[config.mk]
export PLATFORM = sky130hd
export DESIGN_NAME = lsu_core
export DESIGN_NICKNAME = d
export VERILOG_FILES = /design/src/rtl/lsu_pkg.sv /design/src/rtl/lsu_agen.sv /design/src/rtl/lsu_load_fmt.sv /design/src/rtl/lsu_store_fmt.sv /design/src/rtl/lsu_core.sv
export SDC_FILE = /design/constraint.sdc
export NUM_CORES = 1
export LEC_CHECK = 0
export ABC_AREA = 0
export CORE_MARGIN = 8
export CORE_UTILIZATION = 35
export CTS_BUF_LIST = sky130_fd_sc_hd__clkbuf_8 sky130_fd_sc_hd__clkbuf_16
export CTS_CLUSTER_DIAMETER = 100
export DETAILED_ROUTE_END_ITERATION = 8
export DONT_BUFFER_PORTS = 1
export PLACE_DENSITY = 0.45
export SYNTH_ARGS = -nofsm -noshare
export SYNTH_HDL_FRONTEND = slang
export SYNTH_SLANG_ARGS = --single-unit
[constraint.sdc]
create_clock -name clk -period 8.9 [get_ports clk]
set_input_delay 1.78 -clock clk [delete_from_list [all_inputs] [get_ports clk]]
set_output_delay 1.78 -clock clk [all_outputs]
set_load 0.005 [all_outputs]
[src/rtl/lsu_pkg.sv]
package lsu_pkg;
  localparam logic [3:0] OP_LD_BS    = 4'd0;
  localparam logic [3:0] OP_LD_BU    = 4'd1;
  localparam logic [3:0] OP_LD_HS    = 4'd2;
  localparam logic [3:0] OP_LD_HU    = 4'd3;
  localparam logic [3:0] OP_LD_W     = 4'd4;
  localparam logic [3:0] OP_LD_LEFT  = 4'd5;
  localparam logic [3:0] OP_LD_RIGHT = 4'd6;
  localparam logic [3:0] OP_ST_B     = 4'd8;
  localparam logic [3:0] OP_ST_H     = 4'd9;
  localparam logic [3:0] OP_ST_W     = 4'd10;
  localparam logic [3:0] OP_ST_LEFT  = 4'd11;
  localparam logic [3:0] OP_ST_RIGHT = 4'd12;

  localparam int EXC_W = 5;
  localparam logic [EXC_W-1:0] EXC_LOAD_ADDR  = 5'h04;
  localparam logic [EXC_W-1:0] EXC_STORE_ADDR = 5'h05;

  typedef enum logic [1:0] {
    ST_IDLE = 2'd0,
    ST_WAIT = 2'd1,
    ST_DATA = 2'd2
  } lsu_state_e;
endpackage

[src/rtl/lsu_agen.sv]
module lsu_agen
  import lsu_pkg::*;
#(
  parameter int XLEN  = 32,
  parameter int IMM_W = 16
) (
  input  logic [3:0]      op,
  input  logic [XLEN-1:0] base,
  input  logic [IMM_W-1:0] imm,
  output logic [XLEN-1:0] ea,
  output logic            known,
  output logic            is_store,
  output logic            is_merge,
  output logic            misaligned
);
  localparam int NLANE = XLEN / 8;
  localparam int OFF_W = $clog2(NLANE);

  logic half_sz;
  logic word_sz;

  assign ea = base + {{(XLEN-IMM_W){imm[IMM_W-1]}}, imm};

  always_comb begin
    known    = 1'b1;
    half_sz  = 1'b0;
    word_sz  = 1'b0;
    is_merge = 1'b0;
    case (op)
      OP_LD_BS, OP_LD_BU, OP_ST_B: ;
      OP_LD_HS, OP_LD_HU, OP_ST_H: half_sz = 1'b1;
      OP_LD_W, OP_ST_W:            word_sz = 1'b1;
      OP_LD_LEFT, OP_LD_RIGHT:     ;
      OP_ST_LEFT, OP_ST_RIGHT:     is_merge = 1'b1;
      default:                     known = 1'b0;
    endcase
    is_store   = op[3];
    misaligned = (half_sz && ea[0]) || (word_sz && (|ea[OFF_W-1:0]));
  end
endmodule

[src/rtl/lsu_load_fmt.sv]
module lsu_load_fmt
  import lsu_pkg::*;
#(
  parameter int XLEN = 32
) (
  input  logic [3:0]                    op,
  input  logic [$clog2(XLEN/8)-1:0]     off,
  input  logic [XLEN-1:0]               mem,
  input  logic [XLEN-1:0]               old,
  output logic [XLEN-1:0]               res
);
  localparam int NLANE = XLEN / 8;

  logic [XLEN-1:0] shifted;
  int              k;

  always_comb begin
    shifted = mem >> (8 * off);
    k       = int'(off);
    res     = mem;
    case (op)
      OP_LD_BS: res = {{(XLEN-8){shifted[7]}}, shifted[7:0]};
      OP_LD_BU: res = {{(XLEN-8){1'b0}}, shifted[7:0]};
      OP_LD_HS: res = {{(XLEN-16){shifted[15]}}, shifted[15:0]};
      OP_LD_HU: res = {{(XLEN-16){1'b0}}, shifted[15:0]};
      OP_LD_LEFT: begin
        for (int i = 0; i < NLANE; i++) begin
          if (i >= NLANE - 1 - k) res[8*i +: 8] = mem[8*(i-(NLANE-1-k)) +: 8];
          else                    res[8*i +: 8] = old[8*i +: 8];
        end
      end
      OP_LD_RIGHT: begin
        for (int i = 0; i < NLANE; i++) begin
          if (i <= NLANE - 1 - k) res[8*i +: 8] = mem[8*(i+k) +: 8];
          else                    res[8*i +: 8] = old[8*i +: 8];
        end
      end
      default: res = mem;
    endcase
  end
endmodule

[src/rtl/lsu_store_fmt.sv]
module lsu_store_fmt
  import lsu_pkg::*;
#(
  parameter int XLEN = 32
) (
  input  logic [3:0]                    op,
  input  logic [$clog2(XLEN/8)-1:0]     off,
  input  logic [XLEN-1:0]               mem,
  input  logic [XLEN-1:0]               regv,
  output logic [XLEN-1:0]               wdata,
  output logic [XLEN/8-1:0]             be
);
  localparam int NLANE = XLEN / 8;

  int k;

  always_comb begin
    k     = int'(off);
    wdata = regv;
    be    = '1;
    case (op)
      OP_ST_B: begin
        wdata = regv << (8 * off);
        be    = {{(NLANE-1){1'b0}}, 1'b1} << off;
      end
      OP_ST_H: begin
        wdata = regv << (8 * off);
        be    = {{(NLANE-2){1'b0}}, 2'b11} << off;
      end
      OP_ST_LEFT: begin
        for (int i = 0; i < NLANE; i++) begin
          if (i <= k) wdata[8*i +: 8] = regv[8*(i+NLANE-1-k) +: 8];
          else        wdata[8*i +: 8] = mem[8*i +: 8];
        end
      end
      OP_ST_RIGHT: begin
        for (int i = 0; i < NLANE; i++) begin
          if (i >= k) wdata[8*i +: 8] = regv[8*(i-k) +: 8];
          else        wdata[8*i +: 8] = mem[8*i +: 8];
        end
      end
      default: begin
        wdata = regv;
        be    = '1;
      end
    endcase
  end
endmodule

[src/rtl/lsu_core.sv]
module lsu_core
  import lsu_pkg::*;
#(
  parameter int XLEN  = 32,
  parameter int IMM_W = 16,
  parameter int RIDX_W = 5
) (
  input  logic              clk,
  input  logic              rst,
  input  logic              req_valid,
  input  logic [3:0]        req_op,
  input  logic [XLEN-1:0]   req_base,
  input  logic [IMM_W-1:0]  req_imm,
  input  logic [XLEN-1:0]   req_wdata,
  input  logic [XLEN-1:0]   req_old,
  input  logic [RIDX_W-1:0] req_rd,
  input  logic              cache_iso,
  output logic              busy,
  output logic              bus_rd,
  output logic              bus_wr,
  output logic [XLEN-1:0]   bus_addr,
  output logic [XLEN/8-1:0] bus_be,
  output logic [XLEN-1:0]   bus_wdata,
  input  logic [XLEN-1:0]   bus_rdata,
  output logic              wb_valid,
  output logic [RIDX_W-1:0] wb_rd,
  output logic [XLEN-1:0]   wb_data,
  output logic              exc_valid,
  output logic [EXC_W-1:0]  exc_code,
  output logic [XLEN-1:0]   exc_addr
);
  localparam int NLANE = XLEN / 8;
  localparam int OFF_W = $clog2(NLANE);

  lsu_state_e        state_q;
  logic [3:0]        op_q;
  logic [OFF_W-1:0]  off_q;
  logic [XLEN-1:0]   wdata_q;
  logic [XLEN-1:0]   old_q;
  logic [RIDX_W-1:0] rd_q;

  logic [XLEN-1:0]   ea;
  logic              known, is_store, is_merge, misaligned;
  logic [XLEN-1:0]   ea_word;
  logic              accept;
  logic [XLEN-1:0]   d_wdata, m_wdata, ld_res;
  logic [NLANE-1:0]  d_be, m_be;

  lsu_agen #(.XLEN(XLEN), .IMM_W(IMM_W)) agen_i (
    .op(req_op), .base(req_base), .imm(req_imm), .ea(ea),
    .known(known), .is_store(is_store), .is_merge(is_merge),
    .misaligned(misaligned)
  );

  // direct store lane placement from the live request
  lsu_store_fmt #(.XLEN(XLEN)) dstore_i (
    .op(req_op), .off(ea[OFF_W-1:0]), .mem('0), .regv(req_wdata),
    .wdata(d_wdata), .be(d_be)
  );

  // merge store from the captured request and the returned word
  lsu_store_fmt #(.XLEN(XLEN)) mstore_i (
    .op(op_q), .off(off_q), .mem(bus_rdata), .regv(wdata_q),
    .wdata(m_wdata), .be(m_be)
  );

  lsu_load_fmt #(.XLEN(XLEN)) load_i (
    .op(op_q), .off(off_q), .mem(bus_rdata), .old(old_q), .res(ld_res)
  );

  assign ea_word = {ea[XLEN-1:OFF_W], {OFF_W{1'b0}}};
  assign accept  = req_valid && (state_q == ST_IDLE) && known && !cache_iso;
  assign busy    = (state_q != ST_IDLE);

  always_ff @(posedge clk) begin
    if (rst) begin
      state_q   <= ST_IDLE;
      op_q      <= '0;
      off_q     <= '0;
      wdata_q   <= '0;
      old_q     <= '0;
      rd_q      <= '0;
      bus_rd    <= 1'b0;
      bus_wr    <= 1'b0;
      bus_addr  <= '0;
      bus_be    <= '0;
      bus_wdata <= '0;
      wb_valid  <= 1'b0;
      wb_rd     <= '0;
      wb_data   <= '0;
      exc_valid <= 1'b0;
      exc_code  <= '0;
      exc_addr  <= '0;
    end else begin
      bus_rd    <= 1'b0;
      bus_wr    <= 1'b0;
      wb_valid  <= 1'b0;
      exc_valid <= 1'b0;
      case (state_q)
        ST_IDLE: begin
          if (accept) begin
            op_q    <= req_op;
            off_q   <= ea[OFF_W-1:0];
            wdata_q <= req_wdata;
            old_q   <= req_old;
            rd_q    <= req_rd;
            if (misaligned) begin
              exc_valid <= 1'b1;
              exc_code  <= is_store ? EXC_STORE_ADDR : EXC_LOAD_ADDR;
              exc_addr  <= ea;
            end else if (is_store && !is_merge) begin
              bus_wr    <= 1'b1;
              bus_addr  <= ea_word;
              bus_be    <= d_be;
              bus_wdata <= d_wdata;
            end else begin
              bus_rd   <= 1'b1;
              bus_addr <= ea_word;
              state_q  <= ST_WAIT;
            end
          end
        end
        ST_WAIT: state_q <= ST_DATA;
        ST_DATA: begin
          state_q <= ST_IDLE;
          if (op_q[3]) begin
            bus_wr    <= 1'b1;
            bus_be    <= m_be;
            bus_wdata <= m_wdata;
          end else if (rd_q != '0) begin
            wb_valid <= 1'b1;
            wb_rd    <= rd_q;
            wb_data  <= ld_res;
          end
        end
        default: state_q <= ST_IDLE;
      endcase
    end
  end
endmodule

==> impl_metrics.toml <==
[floorplanning]
ios = 304
fp.dieH_um = 221
die_area_um2 = 48700
core.rowCount = 75
coreArea_um2 = 41700
start_util = 0.352
die_w_um = 221

[timing]
max_clock_freq_mhz = 207
fin_crit_ns = 4.83
finalCritPeriodShare = 0.543
max_slew_margin = 0.234
tns_ns = 0
skew_ns = 0.0105
setup_viol = 0
hold_viol_final = 0
worst_pin_slew_ns = 1.12
slew_violations = 0
rsz0062_at_grt = "no"

[worst_setup_path]
criticalPathCategory = "in2reg"
crit_path_cell_trace = "ha_2 > inv_1 > fa_2 > buf_4 > nor2b_1 > nor2_1 > a211oi_4 > buf_4 > a22o_1 > nand2_1 > a211oi_1 > a31o_2"
start_kind = "primary input"
cp_slowest_cell = "a22o_1"
path_max_fanout = 45
cp_slowest_stage_delay_ns = 0.82
cp.arrival_ns = 5.35
endpoint_kind = "flop"
path_common_cell = "buf_4"
crit_required_ns = 9.42

[grt]
grt_pass1_wl_um = 93700
antenna_found_initial = 1
grt_start_max_net_pins = 187
grt_pass1_vias = 13800
grt.overflow.total = 0
track_usage = 0.251

[run_status]
status = "finished, final reports clean"

[cells_and_area]
antennaDiodeCount = 0
syn2layout_area_growth_pct = 7.74
fin_util = 0.379
instances_no_fill = 2336
final_design_area_no_fill_um2 = 15800
nNetsFinal = 1971
drive_gt1_frac = 0.103

[clock_tree]
cts_tree = "done"
h-tree-depth = 1
ctsHoldBuffers = 0
clockBufferDepth = 3
clock_latency_ns = 0.57
post_cts_buffers = 0
cts-root-buf = "clkbuf_16"
cts_resized = 0
path_clk_slew_ns = 0.06
cts_buffers = 27
cts.sinks = 218

[placement]
portBuffers = 0
dp.cells = 2286
hpwl_um = 46400
place_area_um2 = 14900
place_congestion = 0.893

[synthesis]
synthArstFlopShare = 0
syn_area_um2 = 14700
synthCells = 1887
synth_cell_types = 71
seq_area_frac_synth = 0.298
synth_edf_count = 0
ys_warn_count = 0
synth-seq-cells = 218
syn_area_per_cell_um2 = 7.77
ys.flop_type = "dfxtp_1"

[route]
remaining_drc_errors = 0
ant_nets = 0
drt-pass1-iter-count = 8
vias = 14600
drt_iter0_markers = 1293
routed_wirelength_um = 63800
wl_per_cell_um = 27.3
vias_per_cell = 6.24

[power_and_ir_drop]
p_leak_nw = 5.32
power.density_nw_per_um2 = 171
vdd_ir_drop_max_uv = 126

[min_path]
hold_path_class = "reg2reg"

[job]
maxCapViolations = 0
==> stage by stage <==
stage | power [mW] | hold WS, ns | worst slack (ns)
6_report | 2.70 | 0.456 | 4.07
5_1_grt | 2.82 | 0.481 | 3.80
4_1_cts | 2.73 | 0.457 | 4.07
3_5_place_dp | 1.60 | 0.446 | 3.47
3_3_place_gp | 1.60 | 0.438 | 3.56
2_1_floorplan | 1.48 | 0.432 | 4.61
==> logic make-up (layout without fill, tap and decap cells) <==
kind of cell,Yosys count,after routing,share of synthesized area
AO/OA/AOI/OAI,657,657,0.283
XOR/XNOR,22,22,0.0131
adder cells (fa/ha/maj),39,39,0.0336
buffers and inverters,190,96,0.0518
flip-flops,218,218,0.298
multiplexers,131,131,0.128
other,1,5,0.000256
AND/OR/NAND/NOR,629,629,0.192
==> sequential cells by signal, summed over array words and instances (netlist names) <==
| name | count |
|---|---|
| wb_rd | 5 |
| wb_data | 32 |
| op_q | 4 |
| off_q | 2 |
| exc_code | 2 |
| state_q | 2 |
| wdata_q | 32 |
| bus_addr | 30 |
| bus_wdata | 32 |
| old_q | 32 |
| bus_rd | 1 |
| rd_q | 5 |
| exc_addr | 32 |
| bus_wr | 1 |
| bus_be | 4 |
| wb_valid | 1 |
| exc_valid | 1 |
==> path summary, 6_finish.rpt <==
check | start | end | slack (ns) | depth (start not counted)
setup / recovery | req_base[0] | bus_wdata[23]$_SDFFE_PP0P_ | 4.07 | 12
hold / removal | old_q[29]$_SDFFE_PP0P_ | old_q[29]$_SDFFE_PP0P_ | 0.46 | 2
setup reg to reg | off_q[0]$_SDFFE_PP0P_ | bus_wdata[2]$_SDFFE_PP0P_ | 4.75 | 9
hold reg to reg | old_q[29]$_SDFFE_PP0P_ | old_q[29]$_SDFFE_PP0P_ | 0.46 | 2
==> layer usage <==
metal  part of all wire  vias up  global-route usage
met2               0.47      606               0.407
met1               0.39     7095               0.306
met4              0.034        2              0.0831
met3               0.11      104              0.0917
met5            0.00020        -                   0
li1                   -     6768                   -
==> Yosys cell counts (6+ instances only) <==
library cell | n | area share
ha_1 | 37 | 0.032
a222oi_1 | 7 | 0.0048
dfxtp_1 | 218 | 0.30
o221ai_1 | 9 | 0.0054
mux4_2 | 41 | 0.063
a211oi_1 | 29 | 0.015
o211ai_1 | 27 | 0.014
nor3b_1 | 10 | 0.0051
buf_1 | 13 | 0.0033
clkbuf_1 | 130 | 0.033
mux2_2 | 46 | 0.035
a32oi_1 | 7 | 0.0042
nor2_1 | 100 | 0.026
a221oi_1 | 27 | 0.016
or3_1 | 8 | 0.0034
a21o_1 | 9 | 0.0046
nand4_1 | 11 | 0.0047
inv_1 | 20 | 0.0051
o22ai_1 | 34 | 0.015
a221o_1 | 30 | 0.020
nand2b_1 | 21 | 0.0090
xnor2_1 | 13 | 0.0078
nand3_1 | 40 | 0.014
nand2_1 | 341 | 0.087
a22oi_1 | 10 | 0.0051
a22o_1 | 13 | 0.0078
nor2b_1 | 30 | 0.013
a21oi_1 | 270 | 0.092
nor3_1 | 28 | 0.0096
xor2_1 | 9 | 0.0054
a31oi_1 | 28 | 0.012
o21ai_0 | 102 | 0.035
and2_1 | 6 | 0.0026
buf_2 | 22 | 0.0075
and3_1 | 11 | 0.0047
o21a_1 | 9 | 0.0046
mux2i_1 | 44 | 0.030
==> critical path: cells and delay by family <==
kind | cells | cell delay, ns
compound gates | 4 | 1.40
buf+inv | 3 | 0.86
fa+ha+maj | 2 | 0.68
simple gates | 3 | 0.60
==> area by class of cell <==
class / count / area, um2
multi-input cells: 1483 / 9580
well taps: 539 / 674
clock inverters: 17 / 138
repair buffers: 26 / 195
clock buffers: 33 / 758
inverters: 20 / 75.1
fillers: 4381 / 25900
flip-flops and latches: 218 / 4370
==> power by group <==
part	internal [mW]	leakage (nW)	switching, mW
combinational	0.206	3.10	0.322
sequential	1.01	1.77	0.0486
clock	0.638	0.451	0.479
==> placed cells by master, fill, tap and decap left out, types with 9 or more instances in the layout <==
| master | instances |
|---|---|
| nand2_1 | 341 |
| a21oi_1 | 269 |
| dfxtp_1 | 216 |
| o21ai_0 | 102 |
| nor2_1 | 99 |
| mux2_2 | 46 |
| mux2i_1 | 44 |
| mux4_2 | 41 |
| nand3_1 | 40 |
| ha_1 | 36 |
| o22ai_1 | 34 |
| a221o_1 | 30 |
| nor2b_1 | 29 |
| a211oi_1 | 29 |
| a31oi_1 | 28 |
| o211ai_1 | 27 |
| nor3_1 | 27 |
| a221oi_1 | 27 |
| clkbuf_16 | 27 |
| buf_4 | 26 |
| inv_1 | 21 |
| nand2b_1 | 21 |
| a22o_1 | 13 |
| xnor2_1 | 13 |
| and3_1 | 11 |
| nand4_1 | 11 |
| nor3b_1 | 10 |
| a22oi_1 | 10 |
| o21a_1 | 9 |
| o221ai_1 | 9 |
| xor2_1 | 9 |
Power figures use the tool's default switching activity.
